File: config.mk
export PLATFORM = sky130hd
export DESIGN_NAME = i2c_dual_slave
export DESIGN_NICKNAME = d
export VERILOG_FILES = /design/src/rtl/i2c_dual_pkg.sv /design/src/rtl/i2c_sync.sv /design/src/rtl/i2c_bus_cond.sv /design/src/rtl/byte_ram.sv /design/src/rtl/i2c_dual_slave.sv
export SDC_FILE = /design/constraint.sdc
export NUM_CORES = 1
export LEC_CHECK = 0
export ABC_AREA = 1
export BUFFER_PORTS_ARGS = -buffer_cell sky130_fd_sc_hd__buf_4
export CAP_MARGIN = 20
export CORE_ASPECT_RATIO = 0.9
export CORE_MARGIN = 10
export CORE_UTILIZATION = 35
export DETAILED_ROUTE_END_ITERATION = 10
export GPL_TIMING_DRIVEN = 1
export PLACE_DENSITY = 0.47
export SYNTH_ARGS = -nofsm -noshare
export SYNTH_HDL_FRONTEND = slang
export SYNTH_HIERARCHICAL = 1
export SYNTH_SLANG_ARGS = --single-unit
File: constraint.sdc
create_clock -name clk -period 2.87 [get_ports clk]
set_input_delay 0.861 -clock clk [delete_from_list [all_inputs] [get_ports clk]]
set_output_delay 0.861 -clock clk [all_outputs]
set_load 0.005 [all_outputs]
File: src/rtl/i2c_dual_pkg.sv
package i2c_dual_pkg;
  typedef enum logic [2:0] {
    ST_IDLE,
    ST_RX,
    ST_RX_ACK,
    ST_TX,
    ST_MACK
  } ctl_st_t;

  typedef enum logic [1:0] {
    K_ID,
    K_ADDR,
    K_DATA
  } byte_kind_t;

  localparam int NUM_SPACES = 2;
endpackage

File: src/rtl/i2c_sync.sv
module i2c_sync #(
  parameter int W = 2
) (
  input  logic         clk,
  input  logic         rst_n,
  input  logic [W-1:0] d,
  output logic [W-1:0] q
);
  logic [W-1:0] meta;

  // bus idles high, so both stages reset to 1
  always_ff @(posedge clk or negedge rst_n) begin
    if (!rst_n) begin
      meta <= '1;
      q    <= '1;
    end else begin
      meta <= d;
      q    <= meta;
    end
  end
endmodule

File: src/rtl/i2c_bus_cond.sv
module i2c_bus_cond (
  input  logic clk,
  input  logic rst_n,
  input  logic scl_s,
  input  logic sda_s,
  output logic scl_rise,
  output logic scl_fall,
  output logic start_det,
  output logic stop_det
);
  logic scl_q, sda_q;

  always_ff @(posedge clk or negedge rst_n) begin
    if (!rst_n) begin
      scl_q <= 1'b1;
      sda_q <= 1'b1;
    end else begin
      scl_q <= scl_s;
      sda_q <= sda_s;
    end
  end

  assign scl_rise  = scl_s & ~scl_q;
  assign scl_fall  = ~scl_s & scl_q;
  // SDA edges while SCL stays high mark START / STOP
  assign start_det = scl_s & scl_q & sda_q & ~sda_s;
  assign stop_det  = scl_s & scl_q & ~sda_q & sda_s;
endmodule

File: src/rtl/byte_ram.sv
module byte_ram #(
  parameter int DEPTH = 48,
  parameter int AW    = 6
) (
  input  logic          clk,
  input  logic          rst_n,
  input  logic          we,
  input  logic [AW-1:0] addr,
  input  logic [7:0]    wdata,
  output logic [7:0]    rdata
);
  logic [7:0] mem [DEPTH];

  always_ff @(posedge clk or negedge rst_n) begin
    if (!rst_n) begin
      for (int i = 0; i < DEPTH; i++) mem[i] <= 8'h00;
    end else if (we) begin
      mem[addr] <= wdata;
    end
  end

  assign rdata = mem[addr];
endmodule

File: src/rtl/i2c_dual_slave.sv
module i2c_dual_slave
  import i2c_dual_pkg::*;
#(
  parameter logic [6:0] REG_ID = 7'h6F,
  parameter logic [6:0] USR_ID = 7'h57,
  parameter int         DEPTH  = 48
) (
  input  logic clk,
  input  logic rst_n,
  input  logic scl_i,
  input  logic sda_i,
  output logic sda_oe
);
  localparam int AW = $clog2(DEPTH);
  localparam logic [AW-1:0] LAST = AW'(DEPTH - 1);

  logic scl_s, sda_s;
  logic scl_rise, scl_fall, start_det, stop_det;

  ctl_st_t    st;
  byte_kind_t kind;
  logic [2:0] cnt;
  logic       full;
  logic [7:0] sh;
  logic [7:0] tx;
  logic [AW-1:0] ptr;
  logic       sel;
  logic       rw;
  logic       m_ack;

  logic [7:0] rd [NUM_SPACES];
  logic [7:0] rdata;
  logic [AW-1:0] ptr_nxt;
  logic       id_hit, id_usr;
  logic       wr_en, tx_load, ptr_step;

  i2c_sync #(.W(2)) u_sync (
    .clk(clk), .rst_n(rst_n), .d({scl_i, sda_i}), .q({scl_s, sda_s})
  );

  i2c_bus_cond u_cond (
    .clk(clk), .rst_n(rst_n), .scl_s(scl_s), .sda_s(sda_s),
    .scl_rise(scl_rise), .scl_fall(scl_fall),
    .start_det(start_det), .stop_det(stop_det)
  );

  for (genvar g = 0; g < NUM_SPACES; g++) begin : g_space
    byte_ram #(.DEPTH(DEPTH), .AW(AW)) u_ram (
      .clk(clk), .rst_n(rst_n),
      .we(wr_en && (sel == g[0])),
      .addr(ptr), .wdata(sh), .rdata(rd[g])
    );
  end

  assign rdata    = sel ? rd[1] : rd[0];
  assign ptr_nxt  = (ptr == LAST) ? '0 : ptr + AW'(1);
  assign id_usr   = (sh[7:1] == USR_ID);
  assign id_hit   = (sh[7:1] == REG_ID) || id_usr;
  assign wr_en    = (st == ST_RX) && full && scl_fall && (kind == K_DATA);
  assign tx_load  = scl_fall &&
                    (((st == ST_RX_ACK) && (kind == K_ID) && rw) ||
                     ((st == ST_MACK) && m_ack));
  assign ptr_step = wr_en || tx_load;

  always_ff @(posedge clk or negedge rst_n) begin
    if (!rst_n) begin
      st     <= ST_IDLE;
      kind   <= K_ID;
      cnt    <= '0;
      full   <= 1'b0;
      sh     <= '0;
      tx     <= '0;
      ptr    <= '0;
      sel    <= 1'b0;
      rw     <= 1'b0;
      m_ack  <= 1'b0;
      sda_oe <= 1'b0;
    end else if (start_det) begin
      st     <= ST_RX;
      kind   <= K_ID;
      cnt    <= '0;
      full   <= 1'b0;
      sda_oe <= 1'b0;
    end else if (stop_det) begin
      st     <= ST_IDLE;
      sda_oe <= 1'b0;
    end else begin
      if (tx_load) begin
        tx     <= rdata;
        sda_oe <= ~rdata[7];
        cnt    <= '0;
        st     <= ST_TX;
      end
      if (ptr_step) ptr <= ptr_nxt;
      unique case (st)
        ST_RX: begin
          if (scl_rise) begin
            sh   <= {sh[6:0], sda_s};
            cnt  <= cnt + 3'd1;
            full <= (cnt == 3'd7);
          end else if (scl_fall && full) begin
            full <= 1'b0;
            unique case (kind)
              K_ID: begin
                if (id_hit) begin
                  sel    <= id_usr;
                  rw     <= sh[0];
                  sda_oe <= 1'b1;
                  st     <= ST_RX_ACK;
                end else begin
                  st <= ST_IDLE;
                end
              end
              K_ADDR: begin
                ptr    <= (sh > 8'(DEPTH - 1)) ? '0 : sh[AW-1:0];
                sda_oe <= 1'b1;
                st     <= ST_RX_ACK;
              end
              default: begin
                sda_oe <= 1'b1;
                st     <= ST_RX_ACK;
              end
            endcase
          end
        end
        ST_RX_ACK: begin
          if (scl_fall && !tx_load) begin
            sda_oe <= 1'b0;
            kind   <= (kind == K_ID) ? K_ADDR : K_DATA;
            cnt    <= '0;
            st     <= ST_RX;
          end
        end
        ST_TX: begin
          if (scl_fall) begin
            if (cnt == 3'd7) begin
              sda_oe <= 1'b0;
              st     <= ST_MACK;
            end else begin
              tx     <= {tx[6:0], 1'b0};
              sda_oe <= ~tx[6];
              cnt    <= cnt + 3'd1;
            end
          end
        end
        ST_MACK: begin
          if (scl_rise) m_ack <= ~sda_s;
          else if (scl_fall && !m_ack) st <= ST_IDLE;
        end
        default: ;
      endcase
    end
  end
endmodule

==> After elaboration in Yosys (flattened, before gate mapping) <==
Cells that the tools add are included.
{ "word_totals": {"ff_bits": 809, "out_inout_bits": 1} }
{ "classes": {"n_eq_ne": 11, "magnitude_cmp": 3, "addsub": 2, "bitwise_logic": 18, "n_reduce_logical": 29, "n_mux": 64} }
{ "op_table": {"columns": ["cell", "n"], "rows": [
  ["bitwise mux 384 bit", 2],
  ["binary-select mux 8 bit (select 6 bit)", 2],
  ["two-way mux 8 bit", 10],
  ["two-way mux 3 bit", 18],
  ["demux 8 bit (select 6 bit)", 1],
  ["two-way mux 6 bit", 7],
  ["two-way mux 1 bit", 15],
  ["equality test 7 bit (second input constant)", 2],
  ["logical AND 1 bit", 13],
  ["two-way mux 2 bit", 6],
  ["one-hot mux 3 bit (4 select lines)", 1],
  ["inverter 1 bit", 10],
  ["one-hot mux 3 bit (3 select lines)", 1],
  ["> comparator 8 x 6 -> 1 bit (second input constant)", 1],
  ["AND reduction 4 bit", 2],
  ["AND 1 bit", 7],
  ["greater-or-equal comparator 7 bit (second input constant)", 1],
  ["less-than comparator 7 x 1 -> 1 bit (second input constant)", 1],
  ["inverter 6 -> 7 bit", 1],
  ["AND reduction 7 bit", 1],
  ["adder 6 x 1 -> 6 bit (second input constant)", 1],
  ["equality test 3 x 2 -> 1 bit (second input constant)", 2],
  ["equality test 3 bit (second input constant)", 2],
  ["equality test 6 bit (second input constant)", 1],
  ["other kinds (13)", 19]
]} }

==> Depth between registers and ports, before layout <==
Gate-level depths: netlist (run 1).
{ "logic_depth": {"depth_word": 14, "depth_mapped": 19} }

==> By module <==
Netlist (run 1), hierarchy kept.
{ "modules_own_cells": {"columns": ["module", "area_each_um2", "seq_area_each_um2", "cells_each", "n_inst"], "rows": [
  ["byte_ram", 18401.4, 9609.2, 2448, 2],
  ["i2c_dual_slave", 2245.9, 850.8, 320, 1],
  ["i2c_sync", 105.1, 105.1, 4, 1],
  ["i2c_bus_cond", 93.8, 52.6, 13, 1]
]} }

==> Least setup slack after synthesis (run 1) <==
Ideal clock, no wire load.
{ "synth_path": {"kind": "register to register", "start": "register u_cond.scl_q", "end": "register g_space[0].u_ram/mem[342] (netlist bit)", "slack_ps": 222, "setup_time_ps": 135, "path_stages_with_launch": 14, "period_less_slack_ps": 2648, "arrival_time_ps": 2513, "cell_sequence": "dfstp_2 > inv_1 > nor2_1 > buf_4 > nand2_1 > nor2_2 > nand3_2 > nor2_1 > inv_2 > nor4_4 > nand2_1 > clkbuf_1 > nand2_1 > o21ai_0"} }
{ "synth_between": {"elab_chain_cells": 4} }
{ "synth_rtl": {"columns": ["item", "line_no", "source"], "rows": [
  ["start: declaration", "i2c_bus_cond.sv:11", "logic scl_q, sda_q;"],
  ["start signal: assignment", "i2c_bus_cond.sv:18", "scl_q <= scl_s;"],
  ["AND 1 bit", "i2c_bus_cond.sv:24", "assign scl_fall = ~scl_s & scl_q;"],
  ["net scl_fall", "i2c_dual_slave.sv:18", "logic scl_rise, scl_fall, start_det, stop_det;"],
  ["logical AND 1 bit (2 in a row)", "i2c_dual_slave.sv:59", "assign wr_en = (st == ST_RX) && full && scl_fall && (kind == K_DATA);"],
  ["logical AND 1 bit", "i2c_dual_slave.sv:50", ".we(wr_en && (sel == g[0])),"],
  ["end signal: indexed assignment", "byte_ram.sv:18", "mem[addr] <= wdata;"],
  ["end: declaration", "byte_ram.sv:12", "logic [7:0] mem [DEPTH];"]
]} }
The timed path passes the listed nets, and every way through them passes these cells.
A chain may end at the register's enable or synchronous reset.

==> results of run 1 <==
==> final cells by class <==
| cell class | count | area share [%] |
|---|---|---|
| flip-flops and latches | 808 | 44.4 |
| clock buffers | 147 | 6.34 |
| multi-input cells | 3606 | 34.7 |
| well taps | 1475 | 4.05 |
| repair buffers | 264 | 5.77 |
| inverters | 494 | 4.10 |
| clock inverters | 24 | 0.588 |
==> flip-flops by register name (all words and copies together), names as in the netlist, 2 cells and up <==
| signal | cells |
|---|---|
| u_sync/meta | 2 |
| cnt | 3 |
| ptr | 6 |
| tx | 7 |
| sh | 8 |
| g_space.u_ram/mem | 768 |
| kind | 2 |
| st | 3 |
| u_sync/q | 2 |
==> metrics by stage <==
| step | setup TNS [ns] | cell area [um2] | hold WS (ns) | instances |
|---|---|---|---|---|
| after global placement | -0.146 | 42200 | 0.352 | 6642 |
| after detailed placement | -0.247 | 42200 | 0.354 | 6642 |
| after CTS | -1.33 | 45400 | 0.0258 | 6813 |
| after floorplan | 0 | 39200 | 0.345 | 5233 |
| after global routing | -0.338 | 45500 | 0.0402 | 6818 |
| final | 0 | 45500 | 0.0539 | 6818 |
==> per-layer routing <==
layer  global-route usage (%)  vias up  wire, um  part of all wire [%]
li1                         -    16500         -                     -
met1                     29.2    15900     63400                    51
met2                     29.3      627     52700                    42
met3                     3.32      166      5860                   4.7
met4                     4.51        2      2700                   2.2
met5                        0        -        11                0.0088
==> worst min-delay path by stage <==
stage	end	startpoint	slack, ns
finish	g_space[0].u_ram/mem[144]	rst_n	0.05
global route	g_space[0].u_ram/mem[144]	rst_n	0.04
CTS	g_space[0].u_ram/mem[144]	rst_n	0.03
detailed placement	u_sync/q[0]	u_sync/meta[0]	0.35
global placement	u_sync/q[0]	u_sync/meta[0]	0.35
floorplan	u_sync/q[0]	u_sync/meta[0]	0.35
==> power groups by stage <==
stage | Clock (W) | Sequential, W | Combinational, W
4_1_cts | 0.0126 | 0.0116 | 0.00310
3_3_place_gp | 0 | 0.0118 | 0.00311
2_1_floorplan | 0 | 0.0117 | 0.00118
6_report | 0.0123 | 0.0116 | 0.00306
3_5_place_dp | 0 | 0.0118 | 0.00309
5_1_grt | 0.0131 | 0.0116 | 0.00326
==> layout by cell type, fill, tap and decap left out, drive strengths merged, types with 2 or more instances in the layout <==
cell type     n
nand2      2061
o21ai       853
dfrtp       802
inv         491
buf         263
nand3       233
nor2        229
clkbuf      148
a21oi        81
or2          50
nor3         34
o211ai       24
clkinv       19
nand4        18
nor4          8
dfstp         6
bufinv        5
ha            3
clkinvlp      3
o22ai         2
a21boi        2
==> what timing repair did <==
action,4_1_cts,5_1_grt
cloned,0,1
buffers inserted,0,4
gates resized for setup,1,48
endpoints found under the setup margin,33,388
pin swaps,0,2
==> cells in the mapped netlist (all sizes together) (2+ instances only) <==
cell type / count
a21boi: 2
a21oi: 81
buf: 112
clkbuf: 213
dfrtp: 802
dfstp: 6
ha: 3
inv: 494
nand2: 2061
nand3: 233
nand4: 18
nor2: 229
nor3: 34
nor4: 8
o211ai: 24
o21ai: 853
o22ai: 2
or2: 50
==> worst max-delay path, cell delays in order, from the launching register on <==
cell     delay, ns
dfrtp_4       0.61
buf_4         0.22
nand2_2       0.13
buf_4         0.24
nor2_1        0.07
nand2_1       0.07
nand2_1       0.06
o21ai_0       0.30
nand2_1       0.26
nor2_1        0.14
nand2_1       0.12
nand2_1       0.11
nand2_1       0.05
o22ai_1       0.14
nand2_1       0.08
nand2_1       0.06
inv_1         0.03
==> logic make-up after synthesis <==
family / Yosys count / share of synthesized area (%)
buffers and inverters: 819 / 8.44
multiplexers: 1 / 0.0255
flip-flops: 808 / 51.5
AO/OA/AOI/OAI: 966 / 12.5
adder cells (fa/ha/maj): 3 / 0.0956
XOR/XNOR: 1 / 0.0223
AND/OR/NAND/NOR: 2635 / 27.4
==> results.py, run 1 <==
metrics = {
    "layout": {
        "drive_gt1_share_pct": 10.7,
        "antenna_cells": 0,
        "fillerInstances": 11600,
        "nNetsFinal": 5276,
        "multi_input_area_um2": 15800,
        "seq_area_um2": 20200,
        "post-route-util_pct": 40.9,
        "area_delta_synth_final_pct": 16.0,
    },
    "sta": {
        "period_needed_ns": 2.81,
        "fin_crit_sh_pct": 98.1,
        "fin_ws_ns": 0.0559,
        "slew_headroom_pct": 33.5,
        "hold_viol_final": 0,
        "fmaxAchievable_mhz": 355,
        "setup_viol": 0,
        "skew_ns": 0.0214,
        "worstMarginPinSlew_ns": 0.997,
        "slew_violations": 0,
        "rsz0062_at_grt": "true",
    },
    "clock_tree": {
        "root_buffer": "clkbuf_16",
        "numCtsBuffers": 95,
        "hold_buffers": 0,
        "cts.clk_slew.worst_paths_ns": 0.06,
        "clk_latency_ns": 0.68,
        "cts.path.max_buffers": 3,
        "clkSinkCount": 808,
        "cts.htree.levels": 3,
        "tritoncts": "yes",
    },
    "global_route": {
        "grt_pass1_wl_um": 194000,
        "grt_max_degree": 89,
        "grt_overflow": 0,
        "grt_usage_pct": 19.6,
        "antenna_found_initial": 3,
        "grt_pass1_vias": 31700,
    },
    "logic_synthesis": {
        "synth.net_count": 5240,
        "netlist_area_um2": 39200,
        "synth_edf_count": 0,
        "syn-instance-count": 5233,
        "yosysSeqAreaShare_pct": 51.5,
        "yosys_warnings": 6,
        "async_reset_ff_share_pct": 100,
        "synth_area_leader_cell": "dfrtp_1",
        "post_synth.cell_area_avg_um2": 7.50,
        "synth_cell_type_count": 42,
        "yosys-top-cells-area": "dfrtp_1, nand2_1, o21ai_0",
        "ys_ff_latch": 808,
        "yosys.area.top_type_share_pct": 51.1,
        "synthFlopType": "dfrtp_1",
    },
    "setup_path": {
        "startpoint": "ptr[1]",
        "cp.arrival_ns": 3.38,
        "critPathKind": "reg -> reg",
        "r2r-end": "tx[1]",
        "r2r_start": "ptr[1]",
        "ff2ff_path_depth": 16,
        "cp-start-kind": "register",
        "required_ns": 3.44,
        "crit_end": "tx[1]",
        "end_kind": "register",
        "crit_fanout": 12,
        "r2r_slack_ns": 0.06,
    },
    "die": {
        "die_w_um": 373,
        "core_area_um2": 111000,
        "start_util_pct": 35.3,
        "die-area_um2": 126000,
        "die_h_um": 338,
        "ios": 5,
        "rows": 116,
    },
    "power_and_ir_drop": {
        "power.share.clock_pct": 45.7,
        "pwr-share-comb_pct": 11.4,
        "swShare_pct": 28.3,
        "p_per_area_nw_per_um2": 592,
        "max-vdd-ir-drop_uv": 445,
        "p_switching_w": 0.00762,
        "leakagePower_nw": 21.5,
        "pwr-share-seq_pct": 43.0,
        "internal-power_w": 0.0193,
        "finalPower_w": 0.0269,
    },
    "worst_hold_path": {
        "hp-class": "in -> async",
    },
    "placement": {
        "hpwl_um": 81000,
        "portBuffers": 4,
        "place_ws_ns": -0.0419,
        "gp_congestion": 0.857,
    },
    "outcome": {
        "status": "finished, final reports clean",
    },
    "detailed_routing": {
        "drt_first_pass_iters": 6,
        "drc": 0,
        "routed_wirelength_um": 125000,
        "drtIter0Drc": 2988,
        "via_count": 33200,
        "viasPerCell": 4.86,
        "ant_nets": 0,
        "wl_per_cell_um": 18.3,
    },
    "run": {
        "maxCapViolCount": 0,
    },
}
Power figures use the tool's default switching activity.
==> inputs of run 2 (changes only) <==
- ABC_AREA: 1 -> unset
==> run 2 against run 1 <==
The run now ends with negative setup slack left. Global-route usage is 0.42 points higher. Combinational power is 55% lower. Sequential power hardly changed. Clock skew is 0.0029 ns higher. Critical endpoint unchanged. Largest power group unchanged.
==> results.py, run 2 <==
metrics = {
    "outcome": {
        "status": "complete, but fails checks",
        "violations": "negative setup slack",
    },
    "power_and_ir_drop": {
        "finalPower_w": 0.0257,
        "leakagePower_nw": 21.9,
        "p_per_area_nw_per_um2": 544,
        "max-vdd-ir-drop_uv": 402,
    },
    "global_route": {
        "use_met3_pct": 3.93,
        "grt.busiest_layer": "met1",
        "grt_max_degree": 117,
        "grt_overflow": 0,
        "grt_pass1_wl_um": 187000,
        "use_met1_pct": 30.4,
        "grt_use_met2_pct": 28.8,
        "antenna_found_initial": 1,
        "grt_pass1_vias": 27300,
        "grt_usage_pct": 20.0,
    },
    "logic_synthesis": {
        "synthFlopType": "dfrtp_1",
        "yosys-top-cells-area": "dfrtp_1, mux2_2, mux4_2",
        "syn-instance-count": 2792,
        "synth_area_leader_cell": "dfrtp_1",
        "yosys_warnings": 6,
        "netlist_area_um2": 38000,
        "yosysSeqAreaShare_pct": 53.2,
        "yosys.cell_count.top_type": "dfrtp_1",
        "netlist_top_cells_count": "dfrtp_1, mux2_2, clkbuf_1, a221oi_1",
        "ys_ff_latch": 808,
        "post_synth.cell_area_avg_um2": 13.6,
        "synth.net_count": 2799,
        "async_reset_ff_share_pct": 100,
        "synth_edf_count": 0,
        "synth_cell_type_count": 74,
        "yosys.area.top_type_share_pct": 52.7,
    },
    "layout": {
        "top_regs": "g_space.u_ram/mem: 768 flops, sh: 8 flops, tx: 7 flops",
        "final_cell_mix": "mux2_2, dfrtp_1, buf_4",
        "largest_register_ffs": 768,
        "final_cell_area_um2": 47200,
        "finalNonFillerCells": 4644,
        "antenna_cells": 0,
        "drive_gt1_share_pct": 52.1,
        "final_common_cell": "mux2_2",
        "post-route-util_pct": 43.8,
        "largest-register": "g_space.u_ram/mem",
        "nNetsFinal": 3128,
        "area_delta_synth_final_pct": 24.1,
    },
    "placement": {
        "gp_congestion": 0.896,
        "dpl.cell_count": 4442,
        "portBuffers": 4,
        "hpwl_um": 86300,
        "place_area_um2": 43000,
    },
    "sta": {
        "fin_crit_sh_pct": 104,
        "hold_viol_final": 0,
        "rsz0062_at_grt": "true",
        "fin_ws_ns": -0.108,
        "fmaxAchievable_mhz": 336,
        "worstMarginPinSlew_ns": 0.929,
        "skew_ns": 0.0243,
        "slew_headroom_pct": 38.1,
        "setup_tns_ns": -0.208,
        "setup_viol": 3,
        "slew_violations": 0,
        "period_needed_ns": 2.98,
    },
    "detailed_routing": {
        "via_count": 26100,
        "viasPerCell": 5.61,
        "drc": 0,
        "ant_nets": 0,
        "wl_per_cell_um": 26.9,
        "drtIter0Drc": 2113,
        "drt_first_pass_iters": 6,
        "routed_wirelength_um": 125000,
    },
    "clock_tree": {
        "clk_latency_ns": 0.67,
        "hold_buffers": 0,
        "root_buffer": "clkbuf_16",
        "cts.htree.levels": 3,
        "tritoncts": "yes",
        "numCtsBuffers": 93,
        "cts.clk_slew.worst_paths_ns": 0.06,
        "clkSinkCount": 808,
        "cts.path.max_buffers": 3,
    },
    "setup_path": {
        "end_kind": "register",
        "required_ns": 3.42,
        "cp-start-kind": "register",
        "cp.arrival_ns": 3.53,
        "crit_fanout": 18,
        "critPathKind": "reg -> reg",
    },
    "die": {
        "rows": 114,
        "die-area_um2": 122000,
        "core_area_um2": 108000,
        "start_util_pct": 35.3,
        "ios": 5,
        "die_w_um": 368,
        "die_h_um": 333,
    },
    "run": {
        "maxCapViolCount": 0,
    },
    "worst_hold_path": {
        "hp-class": "in -> async",
    },
}
==> run 2: changes by cell type in the layout (fill, tap and decap cells not counted), moves of 154 or more <==
cell / change
nor2_1: -154
mux2_2: +799
o21ai_0: -808
nand3_1: -212
nand2_1: -1947
inv_1: -461
==> run 2: metrics by stage <==
stage / hold WS [ns] / setup WS [ns]
2_1_floorplan: 0.345 / 0.110
3_3_place_gp: 0.350 / -0.386
3_5_place_dp: 0.347 / -0.476
4_1_cts: 0.0439 / -0.115
5_1_grt: 0.0529 / -0.150
6_report: 0.0639 / -0.108
==> run 2: final cells by class <==
type,count,area (um2)
Clock buffer,139,2790
Clock inverter,29,382
Fill cell,9720,60500
Inverter,13,48.8
Multi-Input combinational cell,1759,17400
Sequential cell,808,20300
Tap cell,1450,1810
Timing Repair Buffer,446,4570
==> run 2: report_power, final <==
part           internal (W)  switching [W]
combinational      0.000267        0.00110
clock               0.00748        0.00490
sequential           0.0115       0.000481
==> run 2: worst paths after layout <==
path | from | endpoint | slack, ns | cells past startpoint
setup / recovery | ptr[1] | tx[1] | -0.11 | 12
hold / removal | rst_n | g_space[1].u_ram/mem[108] | 0.06 | 1
setup reg to reg | ptr[1] | tx[1] | -0.11 | 12
hold reg to reg | u_sync/meta[0] | u_sync/q[0] | 0.36 | 0
max in group asynchronous | rst_n | g_space[1].u_ram/mem[204] | 1.79 | 3
min in group clk | scl_i | u_sync/meta[1] | 0.30 | 1
==> run 2: logic make-up (layout without fill, tap and decap cells) <==
group                    Yosys count  in the layout  synth area share (%)
flip-flops                       808            808                  53.2
AO/OA/AOI/OAI                    396            396                  7.68
AND/OR/NAND/NOR                  402            402                  6.70
adder cells (fa/ha/maj)            3              3                0.0987
buffers and inverters            225            627                  2.81
multiplexers                     958            958                  29.5
==> run 2: per-layer routing <==
| metal | wire length, um | vias up |
|---|---|---|
| li1 | - | 11200 |
| met1 | 61900 | 14000 |
| met2 | 53400 | 710 |
| met3 | 7100 | 167 |
| met4 | 2490 | 0 |
| met5 | 0 | - |
==> run 2: worst max-delay path, stage by stage, from the launching register on <==
cell     delay (ns)
dfrtp_4        0.50
buf_12         0.16
and2_1         0.18
buf_12         0.16
buf_12         0.15
a22oi_1        0.32
o32ai_1        0.15
nor4_2         0.31
buf_4          0.17
nand4_1        0.19
mux2_2         0.32
o22ai_1        0.12
a21oi_1        0.09
==> run 2: what timing repair did <==
action	4_1_cts	5_1_grt
buffers inserted	20	11
cloned	1	2
endpoints found under the setup margin	66	439
pin swaps	12	29
gates resized for setup	57	86
